$ cat src/rtl/msgrx_pkg.sv
package msgrx_pkg;
  typedef enum logic [1:0] {
    RX_IDLE,
    RX_START,
    RX_DATA,
    RX_STOP
  } rx_state_e;

  localparam int WORD_BYTES = 4;
  localparam int LANE_W     = 2;
  localparam int CFG_INTEN  = 0;
  localparam int CFG_LOAD   = 1;
  localparam int CFG_CLRFE  = 2;
  localparam int CFG_CLREOM = 3;
  localparam int CFG_ADDR_LSB = 4;
endpackage

$ cat src/rtl/msgrx_bitrx.sv
module msgrx_bitrx
  import msgrx_pkg::*;
#(
  parameter int OSR   = 16,
  parameter int DBITS = 8
) (
  input  logic             clk,
  input  logic             rst_n,
  input  logic             rxd,
  input  logic             tick,
  output logic             start_ok,
  output logic             byte_vld,
  output logic [DBITS-1:0] byte_data,
  output logic             byte_ferr
);
  localparam int CW   = $clog2(OSR);
  localparam int BW   = $clog2(DBITS + 1);
  localparam int HALF = OSR / 2 - 1;

  rx_state_e        state_q, state_d;
  logic [CW-1:0]    cnt_q, cnt_d;
  logic [BW-1:0]    bit_q, bit_d;
  logic [DBITS-1:0] sh_q, sh_d;
  logic             vld_q, vld_d;
  logic             ferr_q, ferr_d;

  always_comb begin
    state_d  = state_q;
    cnt_d    = cnt_q;
    bit_d    = bit_q;
    sh_d     = sh_q;
    ferr_d   = ferr_q;
    vld_d    = 1'b0;
    start_ok = 1'b0;
    if (tick) begin
      case (state_q)
        RX_IDLE: begin
          if (!rxd) begin
            state_d = RX_START;
            cnt_d   = '0;
          end
        end
        RX_START: begin
          if (cnt_q == CW'(HALF)) begin
            cnt_d = '0;
            bit_d = '0;
            if (!rxd) begin
              state_d  = RX_DATA;
              start_ok = 1'b1;
            end else begin
              state_d = RX_IDLE;
            end
          end else begin
            cnt_d = cnt_q + 1'b1;
          end
        end
        RX_DATA: begin
          if (cnt_q == CW'(OSR - 1)) begin
            cnt_d = '0;
            sh_d  = {rxd, sh_q[DBITS-1:1]};
            if (bit_q == BW'(DBITS - 1)) state_d = RX_STOP;
            else bit_d = bit_q + 1'b1;
          end else begin
            cnt_d = cnt_q + 1'b1;
          end
        end
        default: begin
          if (cnt_q == CW'(OSR - 1)) begin
            cnt_d   = '0;
            vld_d   = 1'b1;
            ferr_d  = !rxd;
            state_d = RX_IDLE;
          end else begin
            cnt_d = cnt_q + 1'b1;
          end
        end
      endcase
    end
  end

  always_ff @(posedge clk or negedge rst_n) begin
    if (!rst_n) begin
      state_q <= RX_IDLE;
      cnt_q   <= '0;
      bit_q   <= '0;
      sh_q    <= '0;
      vld_q   <= 1'b0;
      ferr_q  <= 1'b0;
    end else begin
      state_q <= state_d;
      cnt_q   <= cnt_d;
      bit_q   <= bit_d;
      sh_q    <= sh_d;
      vld_q   <= vld_d;
      ferr_q  <= ferr_d;
    end
  end

  assign byte_vld  = vld_q;
  assign byte_data = sh_q;
  assign byte_ferr = ferr_q;

  // a character completes as a single-cycle event
  assert_vld_pulse_R3: assert property (@(posedge clk) disable iff (!rst_n)
    byte_vld |=> !byte_vld);
endmodule

$ cat src/rtl/msgrx_idle.sv
module msgrx_idle #(
  parameter int OSR       = 16,
  parameter int IDLE_BITS = 11
) (
  input  logic clk,
  input  logic rst_n,
  input  logic rxd,
  input  logic tick,
  input  logic start_ok,
  output logic msg_start,
  output logic eom_evt
);
  localparam int CW = $clog2(OSR);
  localparam int NW = $clog2(IDLE_BITS + 1);

  logic [CW-1:0] tcnt_q, tcnt_d;
  logic [NW-1:0] nbits_q, nbits_d;
  logic          in_msg_q, in_msg_d;
  logic          evt_q, evt_d;

  assign msg_start = start_ok && !in_msg_q;

  always_comb begin
    tcnt_d   = tcnt_q;
    nbits_d  = nbits_q;
    in_msg_d = in_msg_q;
    evt_d    = 1'b0;
    if (msg_start) in_msg_d = 1'b1;
    if (tick) begin
      if (!rxd) begin
        tcnt_d  = '0;
        nbits_d = '0;
      end else if (nbits_q < NW'(IDLE_BITS)) begin
        if (tcnt_q == CW'(OSR - 1)) begin
          tcnt_d  = '0;
          nbits_d = nbits_q + 1'b1;
          if (nbits_q == NW'(IDLE_BITS - 1) && in_msg_q) begin
            evt_d    = 1'b1;
            in_msg_d = 1'b0;
          end
        end else begin
          tcnt_d = tcnt_q + 1'b1;
        end
      end
    end
  end

  always_ff @(posedge clk or negedge rst_n) begin
    if (!rst_n) begin
      tcnt_q   <= '0;
      nbits_q  <= '0;
      in_msg_q <= 1'b0;
      evt_q    <= 1'b0;
    end else begin
      tcnt_q   <= tcnt_d;
      nbits_q  <= nbits_d;
      in_msg_q <= in_msg_d;
      evt_q    <= evt_d;
    end
  end

  assign eom_evt = evt_q;

  // end of message is only ever reported out of a high line
  assert_eom_on_idle_R7: assert property (@(posedge clk) disable iff (!rst_n)
    eom_evt |-> $past(rxd));
endmodule

$ cat src/rtl/msgrx_pack.sv
module msgrx_pack
  import msgrx_pkg::*;
#(
  parameter int AW = 10
) (
  input  logic                  clk,
  input  logic                  rst_n,
  input  logic                  msg_start,
  input  logic [AW-1:0]         start_addr,
  input  logic                  byte_vld,
  input  logic [7:0]            byte_data,
  output logic                  buf_we,
  output logic [AW-LANE_W-1:0]  buf_waddr,
  output logic [WORD_BYTES-1:0] buf_be,
  output logic [8*WORD_BYTES-1:0] buf_wdata,
  output logic [AW-1:0]         end_addr
);
  logic [AW-1:0] waddr_q, waddr_d;
  logic [AW-1:0] end_q, end_d;

  always_comb begin
    waddr_d = waddr_q;
    end_d   = end_q;
    if (msg_start) begin
      waddr_d = start_addr;
    end else if (byte_vld) begin
      waddr_d = waddr_q + 1'b1;
      end_d   = waddr_q;
    end
  end

  always_ff @(posedge clk or negedge rst_n) begin
    if (!rst_n) begin
      waddr_q <= '0;
      end_q   <= '0;
    end else begin
      waddr_q <= waddr_d;
      end_q   <= end_d;
    end
  end

  for (genvar g = 0; g < WORD_BYTES; g++) begin : g_lane
    assign buf_be[g]          = byte_vld && (waddr_q[LANE_W-1:0] == LANE_W'(g));
    assign buf_wdata[8*g +: 8] = byte_data;
  end

  assign buf_we    = byte_vld;
  assign buf_waddr = waddr_q[AW-1:LANE_W];
  assign end_addr  = end_q;

  // exactly one lane per write
  assert_one_lane_R4: assert property (@(posedge clk) disable iff (!rst_n)
    buf_we |-> ($countones(buf_be) == 1));
  // reported end address names the lane just written
  assert_end_lane_R5: assert property (@(posedge clk) disable iff (!rst_n)
    buf_we |=> ((WORD_BYTES'(1) << end_addr[LANE_W-1:0]) == $past(buf_be)));
endmodule

$ cat src/rtl/msgrx_top.sv
module msgrx_top
  import msgrx_pkg::*;
#(
  parameter int AW        = 10,
  parameter int OSR       = 16,
  parameter int IDLE_BITS = 11
) (
  input  logic                   clk,
  input  logic                   rst_n,
  input  logic                   rxd,
  input  logic                   tick16,
  input  logic                   cfg_we,
  input  logic [AW+CFG_ADDR_LSB-1:0] cfg_wdata,
  output logic                   buf_we,
  output logic [AW-LANE_W-1:0]   buf_waddr,
  output logic [WORD_BYTES-1:0]  buf_be,
  output logic [8*WORD_BYTES-1:0] buf_wdata,
  output logic [AW-1:0]          end_addr,
  output logic                   eom_flag,
  output logic                   ferr_flag,
  output logic                   irq
);
  logic [1:0]    rsync_q;
  logic          rst_ni;
  logic          start_ok, msg_start, eom_evt;
  logic          byte_vld, byte_ferr;
  logic [7:0]    byte_data;
  logic          inten_q, inten_d;
  logic [AW-1:0] start_q, start_d;
  logic          eom_q, eom_d;
  logic          ferr_q, ferr_d;

  always_ff @(posedge clk or negedge rst_n) begin
    if (!rst_n) rsync_q <= 2'b00;
    else        rsync_q <= {rsync_q[0], 1'b1};
  end
  assign rst_ni = rsync_q[1];

  msgrx_bitrx #(.OSR(OSR), .DBITS(8)) u_bitrx (
    .clk(clk), .rst_n(rst_ni), .rxd(rxd), .tick(tick16),
    .start_ok(start_ok), .byte_vld(byte_vld),
    .byte_data(byte_data), .byte_ferr(byte_ferr)
  );

  msgrx_idle #(.OSR(OSR), .IDLE_BITS(IDLE_BITS)) u_idle (
    .clk(clk), .rst_n(rst_ni), .rxd(rxd), .tick(tick16),
    .start_ok(start_ok), .msg_start(msg_start), .eom_evt(eom_evt)
  );

  msgrx_pack #(.AW(AW)) u_pack (
    .clk(clk), .rst_n(rst_ni), .msg_start(msg_start), .start_addr(start_q),
    .byte_vld(byte_vld), .byte_data(byte_data), .buf_we(buf_we),
    .buf_waddr(buf_waddr), .buf_be(buf_be), .buf_wdata(buf_wdata),
    .end_addr(end_addr)
  );

  always_comb begin
    inten_d = inten_q;
    start_d = start_q;
    eom_d   = eom_q;
    ferr_d  = ferr_q;
    if (cfg_we) begin
      inten_d = cfg_wdata[CFG_INTEN];
      if (cfg_wdata[CFG_LOAD])   start_d = cfg_wdata[AW+CFG_ADDR_LSB-1:CFG_ADDR_LSB];
      if (cfg_wdata[CFG_CLREOM]) eom_d   = 1'b0;
      if (cfg_wdata[CFG_CLRFE])  ferr_d  = 1'b0;
    end
    if (eom_evt)                eom_d  = 1'b1;
    if (byte_vld && byte_ferr)  ferr_d = 1'b1;
  end

  always_ff @(posedge clk or negedge rst_ni) begin
    if (!rst_ni) begin
      inten_q <= 1'b0;
      start_q <= '0;
      eom_q   <= 1'b0;
      ferr_q  <= 1'b0;
    end else begin
      inten_q <= inten_d;
      start_q <= start_d;
      eom_q   <= eom_d;
      ferr_q  <= ferr_d;
    end
  end

  assign eom_flag  = eom_q;
  assign ferr_flag = ferr_q;
  assign irq       = eom_q && inten_q;

  // a framing error appears only when a character completes
  assert_ferr_on_char_R9: assert property (@(posedge clk) disable iff (!rst_ni)
    $rose(ferr_flag) |-> $past(byte_vld));
  // end-of-message status survives cycles without control writes
  assert_eom_sticky_R8: assert property (@(posedge clk) disable iff (!rst_ni)
    (eom_flag && !cfg_we) |=> eom_flag);
endmodule

$ cat config.mk
export PLATFORM = sky130hd
export DESIGN_NAME = msgrx_top
export DESIGN_NICKNAME = d
export VERILOG_FILES = /design/src/rtl/msgrx_pkg.sv /design/src/rtl/msgrx_bitrx.sv /design/src/rtl/msgrx_idle.sv /design/src/rtl/msgrx_pack.sv /design/src/rtl/msgrx_top.sv
export SDC_FILE = /design/constraint.sdc
export NUM_CORES = 1
export LEC_CHECK = 0
export BUFFER_PORTS_ARGS = -buffer_cell sky130_fd_sc_hd__clkbuf_2
export CAP_MARGIN = 20
export CORE_MARGIN = 5
export CORE_UTILIZATION = 35
export CTS_BUF_LIST = sky130_fd_sc_hd__clkbuf_16
export CTS_CLUSTER_SIZE = 8
export DETAILED_ROUTE_END_ITERATION = 8
export PLACE_DENSITY = 0.62
export REMOVE_ABC_BUFFERS = 1
export SLEW_MARGIN = 40
export SYNTH_ARGS = -nofsm -noshare
export SYNTH_HDL_FRONTEND = slang
export SYNTH_SLANG_ARGS = --single-unit
$ cat constraint.sdc
create_clock -name clk -period 2.2 [get_ports clk]
set_input_delay 0.44 -clock clk [delete_from_list [all_inputs] [get_ports clk]]
set_output_delay 0.44 -clock clk [all_outputs]
set_load 0.05 [all_outputs]
; ---- Yosys cells after proc, flatten, opt, wreduce, memory -nomap -nowiden
; Index checks and enable logic that the tools add are counted.
[word_totals]
output_inout_bits = 58
in_bits = 19
reg_bits = 65
[classes]
reduce_logical = 31
eq_ne = 17
n_addsub = 5
n_bitwise = 2
order_cmp = 1
mux = 47
[op_table]
columns = op, n
row1 = $mux W4, 12
row2 = $mux W1, 24
row3 = $mux W10, 2
row4 = $add A4 B1 Y4 const B, 4
row5 = $pmux W4 S2, 2
row6 = $eq A4 B4 Y1 const B, 3
row7 = $mux W2, 6
row8 = $reduce_and A2 Y1, 6
row9 = $reduce_bool A2 Y1, 6
row10 = $add A10 B1 Y10 const B, 1
row11 = $ne A2 B1 Y1 const B, 5
row12 = $reduce_and A3 Y1, 3
row13 = $eq A4 B3 Y1 const B, 2
row14 = $logic_and A1 B1 Y1, 8
row15 = $eq A2 B2 Y1 const B, 3
row16 = $pmux W2 S3, 1
row17 = $reduce_and A6 Y1, 1
row18 = $reduce_and A5 Y1, 1
row19 = $eq A2 B1 Y1 const B, 2
row20 = $logic_not A2 Y1, 2
row21 = $lt A4 B4 Y1 const B, 1
row22 = $ne A2 B2 Y1 const B, 2
row23 = $reduce_bool A3 Y1, 1
row24 = $reduce_or A3 Y1, 1
row25 = other kinds (2), 4

; ---- Longest topological paths before layout
; Gate-level depths: netlist of the first run.
[logic_depth]
ltp_word = 11
ltp_mapped = 6
depth_no_buf = 5

; ---- Modules after synthesis
; A second synthesis of the first run with hierarchy kept.
[unflattened]
cells_unflattened = 326
hier_area_um2 = 3500.9
[modules_own_cells]
columns = mod, n_inst, area_per_inst_um2, cells_per_inst
row1 = msgrx_pack, 1, 1292.5, 132
row2 = msgrx_bitrx, 1, 1101.1, 103
row3 = msgrx_idle, 1, 563.0, 58
row4 = msgrx_top, 1, 544.3, 33

; ---- Least setup slack after synthesis of the first run
; No wires, ideal clock.
[synth_timing]
path_kind = reg2reg
start = register u_bitrx.cnt_q[0]
end = register u_pack.end_q[0], in the netlist u_pack.end_addr[0]
stages_incl_launch_ff = 6
path_slack_ns = 0.271
path_buffers = 0
setup_time_ns = 0.125
synth_period_minus_slack_ns = 1.929
t_arrival_ns = 1.804
path_cell_list = dfrtp_1 -> ha_1 -> and4b_1 -> or4b_4 -> nand2_8 -> mux2_4
[synth_between]
elab_chain_len = 7
[synth_rtl]
columns = item, line_no
row1 = "start, declared", msgrx_bitrx.sv:21  ; logic [CW-1:0] cnt_q, cnt_d;
row2 = "start signal, assigned", msgrx_bitrx.sv:91  ; cnt_q <= cnt_d;
row3 = $eq A4 B3 Y1, msgrx_bitrx.sv:44  ; if (cnt_q == CW'(HALF)) begin
row4 = $mux W1, msgrx_bitrx.sv:44
row5 = $mux W1, msgrx_bitrx.sv:36  ; case (state_q)
row6 = $mux W1, msgrx_bitrx.sv:35  ; if (tick) begin
row7 = $logic_and A1 B1 Y1, msgrx_idle.sv:21  ; assign msg_start = start_ok && !in_msg_q;
row8 = $not A1 Y1 (no line), n/a
row9 = $reduce_and A2 Y1 (no line), n/a
row10 = "end signal, assigned", msgrx_pack.sv:38  ; end_q <= end_d;
row11 = "end, declared", msgrx_pack.sv:19  ; logic [AW-1:0] end_q, end_d;
; Every way passes these cells.
; A chain may end at the register's enable or synchronous reset.

; ---- Worst setup path in the final report of the first run
; Same ends and word-level chain as after synthesis.

==> out/metrics.csv, run 1 <==
metric,value,unit
Via density,4.62,
Tot GR Track Use,11.5,%
max incr delay on CP,0.53,ns
Multi-input gate area,1360,sq um
largest net degree at the start of global routing,64,
antenna cell count,0,
DP Wirelength,4.66,mm
NumNets Final,381,
Pleak,1.96,nW
Synth async-reset ratio,100,%
sequential fraction of the synthesis area,48.8,%
Bufs and invs on worst path,0,
Rows,35,
Critical-path top delay cell,or4b_4,
overall die height,108,um
CTS buffer count,9,
Worst setup EP type,flip-flop,
switching pwr,1.52,mW
Final Hold Fails,0,
Max-slew headroom,62.8,%
"Arr. time, crit path",2.17,ns
H-tree depth,3,
DRT Pass-1 Iters,4,
number of gates resized after CTS,0,
Cell variety after synth,45,
fillers,898,
status,"finished, final reports clean",
critical path class,reg -> reg,
Initial Util,35.9,%
Detailed Route WL,6.49,mm
CTS tree,yes,
mean post-synth cell area,11.0,sq um
critical path data required time,2.41,ns
Clk pwr share,34.0,%
RSZ-0062 raised after global routing,false,
final count of pins violating max slew,0,
Area after DPL,3620,sq um
final core utilization,42.5,%
R2R Path Start,u_bitrx.cnt_q[0],
vias in the first global route,2181,
minimum clock period,1.97,ns
synthesized cell area,3340,sq um
share of cells above drive strength 1,36.3,%
CP Depth,5,
total negative slack,0,ns
Crit path max-delay family,simple AND/OR/NAND/NOR gates,
insertion delay of the later-clocked pin in the worst-skew pair,0.33,ns
I/O pins,77,
I/O Buffers,76,
worst min path class,reg -> async,
first-pass GRT wire length,10.6,mm
Sw Share,34.9,%
CP Launch Type,flip-flop,
register share of total power,40.1,%
antenna violations before repair,0,
top_reg_cell synth,dfrtp_1,
peak fanout along the critical path,10,
Post-synth EDFFs,0,
Worst-Margin Slew,0.558,ns
GP Congestion,0.763,
core area,9280,sq um
pwr dens,1100,nW/um^2
max_cap viols,0,
iteration-0 DRC count of the detailed router,103,
worst reg2reg path endpoint,u_pack.end_addr[0],
worst path cell trace,ha_1 > and4b_1 > or4b_4 > nand2_8 > mux2_4,
routed vias,2249,
Die Span X,108,um
Reg2Reg Depth,5,
#FFs+latches synth,65,
worst vdd rail ir drop,0.435,mV
Yosys Warn Count,0,
"setup slack, reg-to-reg",0.23,ns
CTS Buffer Depth,2,
total die area,11600,sq um
area grow syn2layout,18.2,%
post-route cell area,3940,sq um
Post-Synthesis Cells,303,
Pint,2.82,mW
post-route ant nets,0,
routed len/inst,13.3,um
Seq. cell area,1630,sq um
total grt overflow,0,
clock tree sinks,65,
clock transition at the registers of the reported paths,0.05,ns
fmax,509,MHz
Layout Skew,0.00661,ns
final worst path period share,89.4,%
root buffer cell,clkbuf_16,
combinational group share of total power,25.9,%
Setup Viol. Count Final,0,
drc violations,0,
## metrics by stage
stage / setup slack (ns) / power (mW) / instances / hold WS [ns]
2_1_floorplan: 0.154 / 2.57 / 259 / 0.144
3_3_place_gp: 0.258 / 2.85 / 470 / 0.228
3_5_place_dp: 0.243 / 2.88 / 470 / 0.229
4_1_cts: 0.234 / 4.38 / 487 / 0.335
5_1_grt: 0.165 / 4.57 / 487 / 0.346
6_report: 0.234 / 4.34 / 487 / 0.334
## cell usage after synthesis (2+ instances only)
master | instances | share of area [%]
mux2_2 | 20 | 6.8
mux2_4 | 10 | 4.5
xor2_1 | 2 | 0.53
nor3_1 | 5 | 0.75
xnor2_1 | 7 | 1.8
inv_1 | 10 | 1.1
a21o_1 | 3 | 0.68
o22ai_1 | 2 | 0.38
buf_4 | 32 | 7.2
nor2b_1 | 2 | 0.38
nand2b_1 | 3 | 0.56
clkbuf_1 | 2 | 0.23
o41ai_1 | 2 | 0.53
and2_1 | 6 | 1.1
nor4_1 | 2 | 0.38
nand4_1 | 3 | 0.56
nand3b_1 | 2 | 0.45
and4_1 | 2 | 0.53
a21oi_1 | 19 | 2.9
nor2_1 | 22 | 2.5
and3_1 | 2 | 0.38
buf_2 | 9 | 1.4
a31oi_1 | 4 | 0.75
o2bb2ai_1 | 2 | 0.53
nand2_1 | 17 | 1.9
a22o_1 | 4 | 1.1
o21ai_0 | 6 | 0.90
a221o_1 | 2 | 0.60
nand3_1 | 6 | 0.90
o31ai_1 | 2 | 0.45
ha_1 | 9 | 3.4
nor3b_1 | 2 | 0.45
dfrtp_1 | 65 | 49
mux2i_1 | 6 | 1.8
## per-layer routing
layer	GRT usage (%)	vias up	wire length, um
met4	4.60	0	122
met1	14.9	1056	2990
li1	-	1124	-
met2	18.3	54	3010
met5	0	-	0
met3	3.06	15	378
## timing repair
action | in CTS | in global routing
setup buffers | 0 | 0
hold buffers | 1 | 0
hold endpoints to repair | 2 | 0
## cells in the final DEF, fill, tap and decap left out, types with 3 or more instances in the layout
cell type / count
clkbuf_2: 76
dfrtp_1: 64
nor2_1: 22
mux2_2: 20
a21oi_1: 19
nand2_1: 17
inv_1: 10
mux2_4: 10
ha_1: 9
clkbuf_16: 9
xnor2_1: 7
nand3_1: 6
and2_1: 6
o21ai_0: 6
mux2i_1: 6
nor3_1: 5
buf_4: 5
a22o_1: 4
a31oi_1: 4
nand2b_1: 3
a21o_1: 3
nand4_1: 3
## how the worst max path moves through the flow
stage,from,slack [ns],endpoint
after global placement,rxd,0.26,u_pack.end_addr[9]
after CTS,u_bitrx.cnt_q[0],0.23,u_pack.end_addr[0]
after detailed placement,rxd,0.24,u_pack.end_addr[0]
after floorplan,u_bitrx.cnt_q[0],0.15,u_pack.end_addr[4]
final,u_bitrx.cnt_q[0],0.23,u_pack.end_addr[0]
after global routing,u_bitrx.cnt_q[0],0.16,u_pack.end_addr[0]
## registers in the layout, summed over array words and instances (netlist names), 2 cells and up
name and count:
rsync_q 2, start_q 10, u_bitrx.bit_q 4, u_bitrx.byte_data 8, u_bitrx.cnt_q 4, u_bitrx.state_q 2
u_idle.nbits_q 4, u_idle.tcnt_q 4, u_pack.end_addr 10, u_pack.waddr_q 10
## power groups by stage
stage                     Sequential [mW]  Clock, mW  Combinational, mW
after floorplan                      2.04          0              0.523
after global placement               1.74          0               1.11
after detailed placement             1.76          0               1.13
after CTS                            1.74       1.51               1.14
after global routing                 1.79       1.55               1.24
final                                1.74       1.48               1.12
## worst register-to-register path, cell delays in order, from the launching register on
cell,delay [ns]
dfrtp_1,0.40
ha_1,0.19
and4b_1,0.26
or4b_4,0.53
nand2_8,0.16
mux2_4,0.31
## area by class of cell
class / count / share of cell area [%]
clock inverter: 7 / 2.16
inverter: 11 / 1.05
sequential: 65 / 41.3
tap: 129 / 4.09
timing repair buffer: 83 / 11.1
multi-input combinational: 183 / 34.6
clock buffer: 9 / 5.71
## logic make-up after synthesis
| family | count (synthesis) | synth area share, % |
|---|---|---|
| xor gates and xnor gates | 9 | 2.36 |
| adders and majority gates | 9 | 3.38 |
| and+or+nand+nor | 79 | 12.6 |
| other | 1 | 0.112 |
| muxes | 36 | 13.1 |
| AOI/OAI and AO/OA | 49 | 9.34 |
| buffers and inverters | 55 | 10.4 |
| DFF | 65 | 48.8 |
No activity file was read; power rests on OpenSTA's default activity.
==> run 2: changes to the inputs <==
BUFFER_PORTS_ARGS = -buffer_cell sky130_fd_sc_hd__buf_2   (was -buffer_cell sky130_fd_sc_hd__clkbuf_2)
==> run 2 against run 1 <==
Register-to-register slack barely moved. Critical path type unchanged. Utilization is 0.054 points higher. Clock skew fell by 0.0017 ns. Via count up 2.5%. Power is 0.19% lower. Sequential share of layout area is 0.052 points lower. Critical endpoint is now u_pack.end_addr[2]. Highest routed layer unchanged. Worst hold slack worse by 0.064 ns. First-iteration DRC count fell by 0.97%. Count of clock-buffer cells in the layout stayed put. Combinational power about the same. Die area is the same. Largest power group unchanged.
==> out/metrics.csv, run 2 (same netlist as run 1, synthesis figures left out) <==
metric,value,unit
status,"finished, final reports clean",
Die Span X,108,um
area grow syn2layout,18.4,%
core area,9280,sq um
Via density,4.72,
post-route ant nets,0,
Detailed Route WL,6.63,mm
pwr dens,1100,nW/um^2
GP Congestion,0.763,
I/O pins,77,
drc violations,0,
Post-CTS Setup Repair Bufs,0,
Initial Util,35.9,%
root buffer cell,clkbuf_16,
clock transition at the registers of the reported paths,0.05,ns
Critical-path top delay cell,or4b_4,
CTS tree,yes,
worst min path class,reg -> async,
clock tree sinks,65,
antenna violations before repair,0,
H-tree depth,3,
DP Wirelength,5.00,mm
DRT Pass-1 Iters,4,
Area after DPL,3630,sq um
"most common cell after layout, fill and taps aside",buf_2,
insertion delay of the later-clocked pin in the worst-skew pair,0.32,ns
Layout Skew,0.00493,ns
Worst-Margin Slew,0.572,ns
CTS Buffer Depth,2,
Worst setup EP type,flip-flop,
"commonest non-fill, non-tap cells in the layout","76 x buf_2, 64 x dfrtp_1, 22 x nor2_1",
total power,4.33,mW
max_cap viols,0,
final count of pins violating max slew,0,
total grt overflow,0,
"Arr. time, crit path",2.17,ns
fmax,508,MHz
Reg2Reg Depth,5,
max incr delay on CP,0.52,ns
final worst path period share,89.4,%
worst vdd rail ir drop,0.429,mV
critical path data required time,2.40,ns
worst path cell trace,ha_1 > and4b_1 > or4b_4 > nand2_8 > mux2_4,
Setup Viol. Count Final,0,
vias in the first global route,2256,
first-pass GRT wire length,11.0,mm
largest net degree at the start of global routing,26,
Tot GR Track Use,11.9,%
Rows,35,
I/O Buffers,76,
final core utilization,42.5,%
NumNets Final,382,
total negative slack,0,ns
post-route cell area,3950,sq um
CP Launch Type,flip-flop,
share of cells above drive strength 1,36.5,%
hold_ws,0.270,ns
overall die height,108,um
routed len/inst,13.6,um
peak fanout along the critical path,10,
total die area,11600,sq um
critical path class,reg -> reg,
antenna cell count,0,
Pleak,2.00,nW
RSZ-0062 raised after global routing,false,
Max-slew headroom,61.9,%
minimum clock period,1.97,ns
routed vias,2305,
CTS buffer count,9,
Final Hold Fails,0,
iteration-0 DRC count of the detailed router,102,
==> run 2: final timing paths <==
path | start | endpoint | slack (ns)
worst max-delay path | u_bitrx.cnt_q[0] | u_pack.end_addr[2] | 0.23
worst min-delay path | rsync_q[1] | u_bitrx.byte_data[2] | 0.27
worst max register to register | u_bitrx.cnt_q[0] | u_pack.end_addr[2] | 0.23
worst min register to register | rsync_q[1] | u_bitrx.byte_data[2] | 0.27
max in group asynchronous | rsync_q[1] | u_idle.eom_evt | 1.25
min in group clk | cfg_wdata[11] | start_q[7] | 0.35
==> run 2: stage by stage <==
stage / std cells / setup slack (ns)
floorplan: 259 / 0.154
global placement: 471 / 0.213
detailed placement: 471 / 0.166
CTS: 488 / 0.235
global route: 488 / 0.161
finish: 488 / 0.232
==> run 2: cell type report <==
type	instances	area, sq um
clock buffer	9	225
clock inverter	7	86.3
fill	909	5340
inverter	11	41.3
multi-input combinational	183	1360
sequential	65	1630
tap	129	161
timing repair buffer	84	443
==> run 2: where the power goes <==
group	internal (mW)	total (mW)	switching, mW
Clock	0.980	1.47	0.486
Sequential	1.43	1.74	0.306
Combinational	0.416	1.13	0.709
==> run 2: worst max-delay path, delay by kind of cell (launching register included) <==
kind / cells / cell delay, ns
simple gates: 3 / 0.94
fa+ha+maj: 1 / 0.19
mux: 1 / 0.31
flops: 1 / 0.41
==> run 2: layer usage <==
| metal | vias up | track usage (%) | part of all wire (%) |
|---|---|---|---|
| met2 | 58 | 19.2 | 48 |
| met5 | - | 0 | 0 |
| met4 | 0 | 3.25 | 1.1 |
| met1 | 1111 | 15.1 | 45 |
| li1 | 1128 | - | - |
| met3 | 8 | 4.08 | 6.0 |
==> run 2: timing repair <==
action,4_1_cts,5_1_grt
resized for setup,0,0
hold buffers,1,0
endpoints found under the hold margin,2,0
